File: config.mk
export PLATFORM = sky130hd
export DESIGN_NAME = sdiv_top
export DESIGN_NICKNAME = d
export VERILOG_FILES = /design/src/rtl/sdiv_pkg.sv /design/src/rtl/sdiv_decade_cnt.sv /design/src/rtl/sdiv_toggle.sv /design/src/rtl/sdiv_out_reg.sv /design/src/rtl/sdiv_top.sv
export SDC_FILE = /design/constraint.sdc
export NUM_CORES = 1
export LEC_CHECK = 0
export ABC_AREA = 0
export BUFFER_PORTS_ARGS = -buffer_cell sky130_fd_sc_hd__buf_2
export CAP_MARGIN = 20
export CORE_AREA = 2 2 39 41
export CTS_BUF_LIST = sky130_fd_sc_hd__clkbuf_16
export DETAILED_ROUTE_END_ITERATION = 6
export DIE_AREA = 0 0 41 43
export SLEW_MARGIN = 15
export SYNTH_ARGS = -nofsm -noshare
export SYNTH_HDL_FRONTEND = slang
export SYNTH_HIERARCHICAL = 1
export SYNTH_SLANG_ARGS = --single-unit
export TNS_END_PERCENT = 50
File: constraint.sdc
create_clock -name clk_i -period 1.7 [get_ports clk_i]
set_clock_uncertainty 0.15 [all_clocks]
set_input_delay 0.17 -clock clk_i [delete_from_list [all_inputs] [get_ports clk_i]]
set_output_delay 0.17 -clock clk_i [all_outputs]
set_load 0.1 [all_outputs]
File: src/rtl/sdiv_pkg.sv
package sdiv_pkg;
  parameter int unsigned DEC_W    = 4;
  parameter int unsigned DEC_LOAD = 3;
  // Wrap point is the value with the two top bits set (12 for 4 bits).
  localparam int unsigned DEC_TERM = (1 << (DEC_W - 1)) + (1 << (DEC_W - 2));
  localparam int unsigned DEC_LEN  = DEC_TERM - DEC_LOAD + 1;
endpackage

File: src/rtl/sdiv_decade_cnt.sv
module sdiv_decade_cnt #(
  parameter int unsigned W    = sdiv_pkg::DEC_W,
  parameter int unsigned LOAD = sdiv_pkg::DEC_LOAD
) (
  input  logic         clk_i,
  input  logic         rst_ni,
  input  logic         en_i,
  output logic [W-1:0] cnt_o
);
  localparam logic [W-1:0] LOAD_V = W'(LOAD);

  logic [W-1:0] cnt_q, cnt_d;
  logic         wrap;

  // Two-bit decode: covers the terminal count and any state above it.
  assign wrap = cnt_q[W-1] & cnt_q[W-2];

  always_comb begin
    cnt_d = cnt_q;
    if (en_i) cnt_d = wrap ? LOAD_V : cnt_q + 1'b1;
  end

  always_ff @(posedge clk_i or negedge rst_ni) begin
    if (!rst_ni) cnt_q <= LOAD_V;
    else         cnt_q <= cnt_d;
  end

  assign cnt_o = cnt_q;
endmodule

File: src/rtl/sdiv_toggle.sv
module sdiv_toggle (
  input  logic clk_i,
  input  logic rst_ni,
  input  logic en_i,
  output logic tog_o
);
  logic tog_q;

  always_ff @(posedge clk_i or negedge rst_ni) begin
    if (!rst_ni)   tog_q <= 1'b0;
    else if (en_i) tog_q <= ~tog_q;
  end

  assign tog_o = tog_q;
endmodule

File: src/rtl/sdiv_out_reg.sv
module sdiv_out_reg #(
  parameter int unsigned W = 1
) (
  input  logic         clk_i,
  input  logic         rst_ni,
  input  logic [W-1:0] d_i,
  output logic [W-1:0] q_o
);
  always_ff @(posedge clk_i or negedge rst_ni) begin
    if (!rst_ni) q_o <= '0;
    else         q_o <= d_i;
  end
endmodule

File: src/rtl/sdiv_top.sv
module sdiv_top
  import sdiv_pkg::*;
(
  input  logic clk_i,
  input  logic rst_ni,
  input  logic en_i,
  output logic div10_o,
  output logic div2_o
);
  logic [DEC_W-1:0] cnt_q;
  logic             tog_q;
  logic [1:0]       out_q;

  sdiv_decade_cnt #(.W(DEC_W), .LOAD(DEC_LOAD)) u_cnt (
    .clk_i (clk_i),
    .rst_ni(rst_ni),
    .en_i  (en_i),
    .cnt_o (cnt_q)
  );

  sdiv_toggle u_tog (
    .clk_i (clk_i),
    .rst_ni(rst_ni),
    .en_i  (en_i),
    .tog_o (tog_q)
  );

  // Both outputs retimed by one common register stage.
  sdiv_out_reg #(.W(2)) u_oreg (
    .clk_i (clk_i),
    .rst_ni(rst_ni),
    .d_i   ({cnt_q[DEC_W-1], tog_q}),
    .q_o   (out_q)
  );

  assign div10_o = out_q[1];
  assign div2_o  = out_q[0];
endmodule

==> flow_metrics.py, run 1 <==
metrics = {
    "finish": {
        "nFillCells": 138,
        "syn2layout_area_growth_pct": 47.0,
        "instances_no_fill": 47,
        "nets": 36,
        "seqCellArea_um2": 178,
        "drive_gt1_share_pct": 32.3,
        "multi_input_area_um2": 96.3,
        "diodes": 0,
    },
    "synthesis": {
        "synth_most_common_cell": "dfrtp_1",
        "synth_edf_count": 0,
        "yosysSeqAreaShare_pct": 64.8,
        "synthXorXnorAreaFrac_pct": 3.20,
        "synthSimpleGateAreaFrac_pct": 11.4,
        "synth_top_family_by_area": "compound AO/OA/AOI/OAI gates",
        "synth.yosys.warnings": 6,
        "netlist.area_leader.share_pct": 45.7,
        "synthMuxAreaShare_pct": 0,
        "synth_cells": 22,
        "ys_types": 14,
        "yosys-top-cells-area": "dfrtp_1, dfstp_2, a21oi_1",
        "synthAdderAreaFrac_pct": 4.57,
        "yosys-top-cells-count": "dfrtp_1, a21oi_1, dfstp_2, nor2_1",
        "postSynth.asyncResetShare_pct": 100,
        "ys_ff_latch": 7,
        "syn-num-nets": 26,
        "synth_top_cell_by_area": "dfrtp_1",
        "syn_avg_cell_area_um2": 12.5,
        "synth_compound_area_share_pct": 16.0,
        "synth_ff_type": "dfrtp_1",
        "syn_area_um2": 274,
    },
    "timing": {
        "hold_viol": 0,
        "clock.fmax_mhz": 785,
        "worstMarginPinSlew_ns": 0.488,
        "max_slew_margin_pct": 67.7,
        "grt_setup_unrepaired": "false",
        "layout_setup_ws_ns": 0.426,
        "tns_ns": 0,
        "slew_violations": 0,
        "post-route-period-util_pct": 74.9,
        "setup_viol": 0,
        "fin_crit_ns": 1.27,
        "hold_ws_ns": 0.0385,
    },
    "worst_setup_path": {
        "cp_top_family": "buffers and inverters",
        "reg2reg_depth": 3,
        "crit_path_end_kind": "output port",
        "cpMaxStageDelayCell": "buf_2",
        "cp_slowest_stage_delay_ns": 0.42,
        "worstPathMaxFanout": 1,
        "crit_cells": 1,
        "critical_path_required_ns": 1.38,
        "cp.buffers_inverters": 1,
        "crit_chain": "buf_2",
        "worstPathArrival_ns": 0.95,
        "path_class": "reg2out",
        "cp-start-kind": "register",
    },
    "grt": {
        "grt_use_total_pct": 7.76,
        "grt_antenna_before_repair": 0,
        "grt_pass1_vias": 199,
        "grt_pass1_wl_um": 807,
        "grt_start_max_net_pins": 10,
        "grt_overflow": 0,
    },
    "placed_design": {
        "pre_cts_slack_ns": 0.447,
        "place_inst": 42,
        "gp_congestion": 0.662,
        "portBuffers": 4,
    },
    "die": {
        "die_width_um": 41,
        "num_io_pins": 5,
        "core-area_mm2": 0.00138,
        "die_area_mm2": 0.00176,
        "start_util_pct": 19.8,
        "die_y_um": 43,
        "row_count": 14,
    },
    "clock_network": {
        "cts_resized": 0,
        "cts_setup_buffers": 0,
        "cts-htree-levels": 1,
        "cts_root_buf": "clkbuf_16",
        "clkLatencyLatePin_ns": 0.23,
        "numCtsBuffers": 3,
        "path_clk_slew_ns": 0.04,
        "cts_tree": "done",
        "cts.sinks": 7,
        "clk_path_buf_depth": 2,
        "cts_hold_buf": 1,
    },
    "route": {
        "route.detailed.drc": 0,
        "post_drt_wl_per_cell_um": 9.81,
        "first_iter_violations": 2,
        "num_vias": 194,
        "drtAntennaViolNets": 0,
        "top_layer": "met4",
        "dr.pass1.iters": 3,
        "wl_met3_um": 51,
        "viasPerCell": 4.13,
        "wirelength_um": 461,
        "wl_met2_um": 170,
        "wirelength_met1_um": 210,
    },
    "min_path": {
        "min_path_type": "in2reg",
        "min_path_cells": 2,
    },
    "flow_run": {
        "maxCapViolations": 0,
    },
    "outcome": {
        "status": "completed",
    },
}
[stage by stage]
stage	area [um2]	util (%)
6_report	403	29.1
5_1_grt	403	29.1
4_1_cts	403	29.1
3_5_place_dp	314	22.7
3_3_place_gp	314	22.7
2_1_floorplan	274	-
[sequential cells by signal (all words and copies together) (netlist names)]
| register | flops |
|---|---|
| u_cnt/cnt_o | 4 |
| u_oreg/q_o | 2 |
| u_tog/tog_o | 1 |
[path summary, 6_finish.rpt]
path	startpoint	to	slack, ns
max in group asynchronous	rst_ni	u_cnt/cnt_o[0]	1.02
hold / removal	en_i	u_cnt/cnt_o[1]	0.04
hold reg to reg	u_tog/tog_o	u_oreg/q_o[0]	0.25
setup / recovery	u_oreg/q_o[0]	div2_o	0.43
setup reg to reg	u_cnt/cnt_o[0]	u_cnt/cnt_o[2]	0.44
min in group asynchronous	rst_ni	u_oreg/q_o[1]	0.15
[kinds of logic (layout without fill, tap and decap cells)]
kind of cell / count (synthesis) / after routing
AND/OR/NAND/NOR: 6 / 6
buffers and inverters: 0 / 9
AO/OA/AOI/OAI: 7 / 7
adder cells (fa/ha/maj): 1 / 1
XOR/XNOR: 1 / 1
flip-flops: 7 / 7
[cell type report]
cell class / instances / share of cell area, %
Sequential cell: 7 / 44.1
Multi-Input combinational cell: 15 / 23.9
Clock buffer: 3 / 18.6
Timing Repair Buffer: 5 / 7.45
Tap cell: 16 / 4.97
Clock inverter: 1 / 0.932
[layer usage]
| metal | GRT usage [%] | vias to the layer above |
|---|---|---|
| met5 | 0 | - |
| met4 | 10.0 | 0 |
| met3 | 5.24 | 4 |
| met2 | 8.13 | 7 |
| met1 | 8.47 | 88 |
| li1 | - | 95 |
[cell usage in the layout, fill, tap and decap left out, drive strengths merged, types with 2 or more instances in the layout]
cell type  count
a21oi          3
dfstp          2
buf            4
o21ai          2
clkbuf         3
nor2           2
dfrtp          5
Power of run 1 is not shown: default switching activity piles up to over one toggle a cycle in this logic, so the estimate is an artifact.
==> run 2, diff against run 1 <==
ABC_AREA = 1   (was 0)
clock period = 1.3 ns   (was 1.7 ns; I/O delays follow)
==> run 2 against run 1 <==
Flip-flop and latch count is the same. Highest routed layer is now met3. Worst setup slack got worse by 0.31 ns. Global-route usage grew 0.55 points. Die area unchanged. First-iteration DRC count decreased by 50%. Routed wire length is 2.2% higher. Via count up 13%. Worst hold slack got worse by 0.026 ns. Largest cell class unchanged.
==> flow_metrics.py, run 2 <==
metrics = {
    "outcome": {
        "status": "completed",
    },
    "die": {
        "row_count": 14,
        "die_y_um": 43,
        "num_io_pins": 5,
        "start_util_pct": 21.1,
        "die_area_mm2": 0.00176,
        "core-area_mm2": 0.00138,
        "die_width_um": 41,
    },
    "timing": {
        "fin_crit_ns": 1.18,
        "hold_viol": 0,
        "grt_setup_unrepaired": "false",
        "tns_ns": 0,
        "slew_violations": 0,
        "clock.fmax_mhz": 845,
        "max_slew_margin_pct": 89.0,
        "worstMarginPinSlew_ns": 0.165,
        "setup_viol": 0,
        "layout_setup_ws_ns": 0.117,
        "post-route-period-util_pct": 91.0,
    },
    "synthesis": {
        "ys_types": 9,
        "synth_top_cell_by_area": "dfrtp_1",
        "syn_avg_cell_area_um2": 8.83,
        "ys_ff_latch": 7,
        "synth_edf_count": 0,
        "yosys-top-cells-count": "nand2_1, dfrtp_1, nor2_1, inv_1",
        "syn-num-nets": 37,
        "syn_area_um2": 292,
        "synth_ff_type": "dfrtp_1",
        "yosysSeqAreaShare_pct": 60.9,
        "postSynth.asyncResetShare_pct": 100,
        "synth.yosys.warnings": 6,
        "netlist.area_leader.share_pct": 42.9,
        "yosys-top-cells-area": "dfrtp_1, dfstp_2, nand2_1",
        "synth_cells": 33,
        "synth_most_common_cell": "nand2_1",
    },
    "grt": {
        "grt_antenna_before_repair": 0,
        "grt_overflow": 0,
        "grt_pass1_wl_um": 869,
        "grt_start_max_net_pins": 8,
        "grt_use_total_pct": 8.31,
        "grt_pass1_vias": 228,
    },
    "power": {
        "ir_worst_vdd_mv": 0.761,
        "power.leakage_uw": 0.000234,
        "powerDensity_mw_per_mm2": 2730,
    },
    "clock_network": {
        "clkLatencyLatePin_ns": 0.23,
        "cts_root_buf": "clkbuf_16",
        "clk_path_buf_depth": 2,
        "cts-htree-levels": 1,
        "path_clk_slew_ns": 0.03,
        "cts_tree": "done",
        "numCtsBuffers": 3,
        "cts.sinks": 7,
        "cts_resized": 0,
    },
    "route": {
        "viasPerCell": 3.78,
        "first_iter_violations": 1,
        "drtAntennaViolNets": 0,
        "post_drt_wl_per_cell_um": 8.12,
        "num_vias": 219,
        "dr.pass1.iters": 2,
        "route.detailed.drc": 0,
        "wirelength_um": 471,
    },
    "finish": {
        "final_common_cell": "nand2_1",
        "final_cell_mix": "nand2_1, nor2_1, dfrtp_1",
        "diodes": 0,
        "design_area_um2": 452,
        "largest_reg_flops": 4,
        "drive_gt1_share_pct": 28.6,
        "nets": 47,
        "syn2layout_area_growth_pct": 54.9,
        "instances_no_fill": 58,
    },
    "flow_run": {
        "maxCapViolations": 0,
    },
    "placed_design": {
        "place_hpwl_um": 351,
        "place_area_um2": 362,
        "place_inst": 53,
        "pre_cts_slack_ns": 0.144,
        "gp_congestion": 0.716,
        "portBuffers": 4,
    },
    "worst_setup_path": {
        "critical_path_required_ns": 1.30,
        "worstPathArrival_ns": 1.18,
        "crit_path_end_kind": "register",
        "cp-start-kind": "register",
        "worstPathMaxFanout": 4,
        "path_class": "reg2reg",
    },
    "min_path": {
        "min_path_type": "in2reg",
    },
}
## run 2: cell count changes after synthesis, sizes merged, moves of 2 or more
| cell | delta |
|---|---|
| inv | +4 |
| nor2 | +4 |
| o21ai | -2 |
| nand2 | +12 |
## run 2: worst paths after layout
path,to,slack (ns),startpoint,depth (start not counted)
worst max-delay path,u_cnt/cnt_o[1],0.12,u_cnt/cnt_o[0],3
worst min-delay path,u_cnt/cnt_o[0],0.01,en_i,3
worst max register to register,u_cnt/cnt_o[1],0.12,u_cnt/cnt_o[0],3
worst min register to register,u_oreg/q_o[0],0.25,u_tog/tog_o,0
max in group asynchronous,u_cnt/cnt_o[0],0.66,rst_ni,2
min in group asynchronous,u_cnt/cnt_o[2],0.11,rst_ni,2
## run 2: through the flow
| step | power (uW) | hold WS (ns) | util (%) |
|---|---|---|---|
| 2_1_floorplan | 602 | -0.316 | - |
| 3_3_place_gp | 709 | -0.183 | 26.1 |
| 3_5_place_dp | 717 | -0.181 | 26.1 |
| 4_1_cts | 1250 | 0.0121 | 32.6 |
| 5_1_grt | 1310 | 0.0384 | 32.6 |
| 6_report | 1230 | 0.0124 | 32.6 |
## run 2: timing repair
item / 4_1_cts / 5_1_grt
buffers inserted: 0 / 0
endpoints found under the setup margin: 0 / 0
hold buffers: 1 / 0
hold endpoints to repair: 7 / 0
## run 2: logic make-up after synthesis
group,synth area share [%]
adders and majority gates,4.29
AOI/OAI and AO/OA,3.43
DFF,60.9
and+or+nand+nor,26.2
buffers and inverters,5.15
## run 2: final cells by class
type                       count  area [um2]
clock buffer                   3        75.1
clock inverter                 1        5.00
fill                         143         932
inverter                       4        15.0
multi-input combinational     22        98.8
sequential                     7         178
tap                           16        20.0
timing repair buffer           5        60.1
## run 2: worst max-delay path, stage by stage, from the launching register on
cell and delay [ns]:
dfstp_2 0.54, ha_1 0.23, nor2_1 0.11, a21oi_1 0.07
## run 2: per-layer routing
metal	GRT usage, %	wire length [um]	vias up
met1	8.28	200	101
met2	10.3	262	2
met4	12.0	0	0
li1	-	-	116
met3	3.14	8	0
met5	0	0	-
## run 2: report_power, final
group / leakage, uW / internal (uW) / switching [uW]
combinational: 0.000110 / 127 / 205
sequential: 0.0000828 / 313 / 69.1
clock: 0.0000409 / 403 / 115
No activity file was read; power rests on OpenSTA's default activity.
==> run 3, diff against run 2 <==
CTS_BUF_LIST = sky130_fd_sc_hd__clkbuf_2   (was sky130_fd_sc_hd__clkbuf_16)
==> run 3 against run 2 <==
Maximum frequency increased by 0.98%. First-iteration DRC count increased to 5.0 times the previous value. Die area unchanged. Clock power decreased by 71%. Combinational power about the same. Worst setup slack improved by 0.011 ns. Register-to-register slack about the same. Flip-flop and latch count unchanged. Utilization decreased by 4.3 points. Sequential power decreased by 1%. Via count increased by 3.7%. Critical endpoint unchanged. Largest cell class unchanged.
==> flow_metrics.py, run 3 (synthesized netlist as in run 2, its figures left out) <==
metrics = {
    "route": {
        "viasPerCell": 3.91,
        "post_drt_wl_per_cell_um": 7.78,
        "wirelength_um": 451,
        "dr.pass1.iters": 4,
        "wl_met2_um": 245,
        "drtAntennaViolNets": 0,
        "wl_met3_um": 12,
        "first_iter_violations": 5,
        "route.detailed.drc": 0,
        "wirelength_met1_um": 181,
        "num_vias": 227,
        "top_layer": "met4",
    },
    "clock_network": {
        "cts_setup_buffers": 0,
        "cts_resized": 0,
        "cts-htree-levels": 1,
        "cts_tree": "done",
        "cts_root_buf": "clkbuf_2",
        "path_clk_slew_ns": 0.07,
        "cts.sinks": 7,
        "cts_hold_buf": 1,
        "numCtsBuffers": 3,
        "clkLatencyLatePin_ns": 0.23,
        "clk_path_buf_depth": 2,
    },
    "worst_setup_path": {
        "path_class": "reg2reg",
        "cp-start-kind": "register",
        "cpMaxStageDelayCell": "dfstp_2",
        "crit_path_end_kind": "register",
        "critical_path_required_ns": 1.30,
        "worstPathArrival_ns": 1.17,
        "cp.buffers_inverters": 0,
        "cp_top_family": "flip-flops",
        "crit_chain": "ha_1 -> nor2_1 -> a21oi_1",
        "cp_slowest_stage_delay_ns": 0.56,
        "worstPathMaxFanout": 4,
    },
    "power": {
        "ir_worst_vdd_mv": 0.600,
        "power.leakage_uw": 0.000209,
        "powerDensity_mw_per_mm2": 2190,
    },
    "grt": {
        "grt_start_max_net_pins": 8,
        "grt_pass1_wl_um": 876,
        "grt_antenna_before_repair": 0,
        "grt_pass1_vias": 237,
        "grt_overflow": 0,
        "grt_use_total_pct": 7.60,
    },
    "min_path": {
        "min_path_type": "in2reg",
    },
    "finish": {
        "nets": 47,
        "final_cell_mix": "nand2_1, nor2_1, dfrtp_1",
        "largest_reg_flops": 4,
        "nFillCells": 150,
        "syn2layout_area_growth_pct": 34.3,
        "drive_gt1_share_pct": 28.6,
        "final_common_cell": "nand2_1",
        "finalCoreUtilization_pct": 28.3,
        "diodes": 0,
    },
    "die": {
        "core-area_mm2": 0.00138,
        "die_area_mm2": 0.00176,
        "row_count": 14,
        "die_y_um": 43,
        "num_io_pins": 5,
        "die_width_um": 41,
        "start_util_pct": 21.1,
    },
    "timing": {
        "fin_crit_ns": 1.17,
        "worstMarginPinSlew_ns": 0.158,
        "max_slew_margin_pct": 89.5,
        "tns_ns": 0,
        "grt_setup_unrepaired": "false",
        "post-route-period-util_pct": 90.1,
        "setup_viol": 0,
        "clock.fmax_mhz": 854,
        "hold_viol": 0,
        "slew_violations": 0,
    },
    "placed_design": {
        "gp_congestion": 0.716,
        "portBuffers": 4,
        "place_hpwl_um": 351,
    },
    "flow_run": {
        "maxCapViolations": 0,
    },
    "outcome": {
        "status": "completed",
    },
}
run 3: area by class of cell:
cell class	instances	area (um2)	area share (%)
sequential	7	178	45.4
clock inverter	1	5.00	1.28
inverter	4	15.0	3.83
tap	16	20.0	5.11
timing repair buffer	5	60.1	15.3
clock buffer	3	15.0	3.83
multi-input combinational	22	98.8	25.2
run 3: worst paths after layout:
path                           startpoint             end  slack [ns]  cells past startpoint
max                        u_cnt/cnt_o[0]  u_cnt/cnt_o[1]        0.13                      3
min                                  en_i  u_cnt/cnt_o[0]        0.02                      3
max reg2reg                u_cnt/cnt_o[0]  u_cnt/cnt_o[1]        0.13                      3
min reg2reg                   u_tog/tog_o   u_oreg/q_o[0]        0.26                      0
max in group asynchronous          rst_ni  u_cnt/cnt_o[0]        0.66                      2
min in group asynchronous          rst_ni  u_cnt/cnt_o[2]        0.09                      2
run 3: worst min-delay path: cells and delay by family:
kind                   cells  cell delay [ns]
and+or+nand+nor            2             0.11
buffers and inverters      1             0.15
run 3: power by group:
group / switching [uW] / total (uW) / internal [uW]
logic: 203 / 330 / 127
registers: 67.0 / 378 / 311
clock network: 81.6 / 151 / 69.7
total: 352 / 860 / 508
run 3: stage by stage:
stage | hold WS (ns) | instances | instance area, um2 | power, uW | setup WS, ns
6_report | 0.0164 | 58 | 392 | 860 | 0.129
5_1_grt | 0.0192 | 58 | 392 | 943 | 0.0739
4_1_cts | 0.00277 | 58 | 392 | 874 | 0.130
3_5_place_dp | -0.181 | 53 | 362 | 717 | 0.144
3_3_place_gp | -0.183 | 53 | 362 | 709 | 0.160
2_1_floorplan | -0.316 | 33 | 292 | 602 | 0.137
run 3: metal layers:
| layer | global-route usage, % | vias to the layer above |
|---|---|---|
| met5 | 0 | - |
| met2 | 11.3 | 4 |
| met3 | 1.57 | 2 |
| li1 | - | 116 |
| met4 | 8.00 | 0 |
| met1 | 7.95 | 105 |
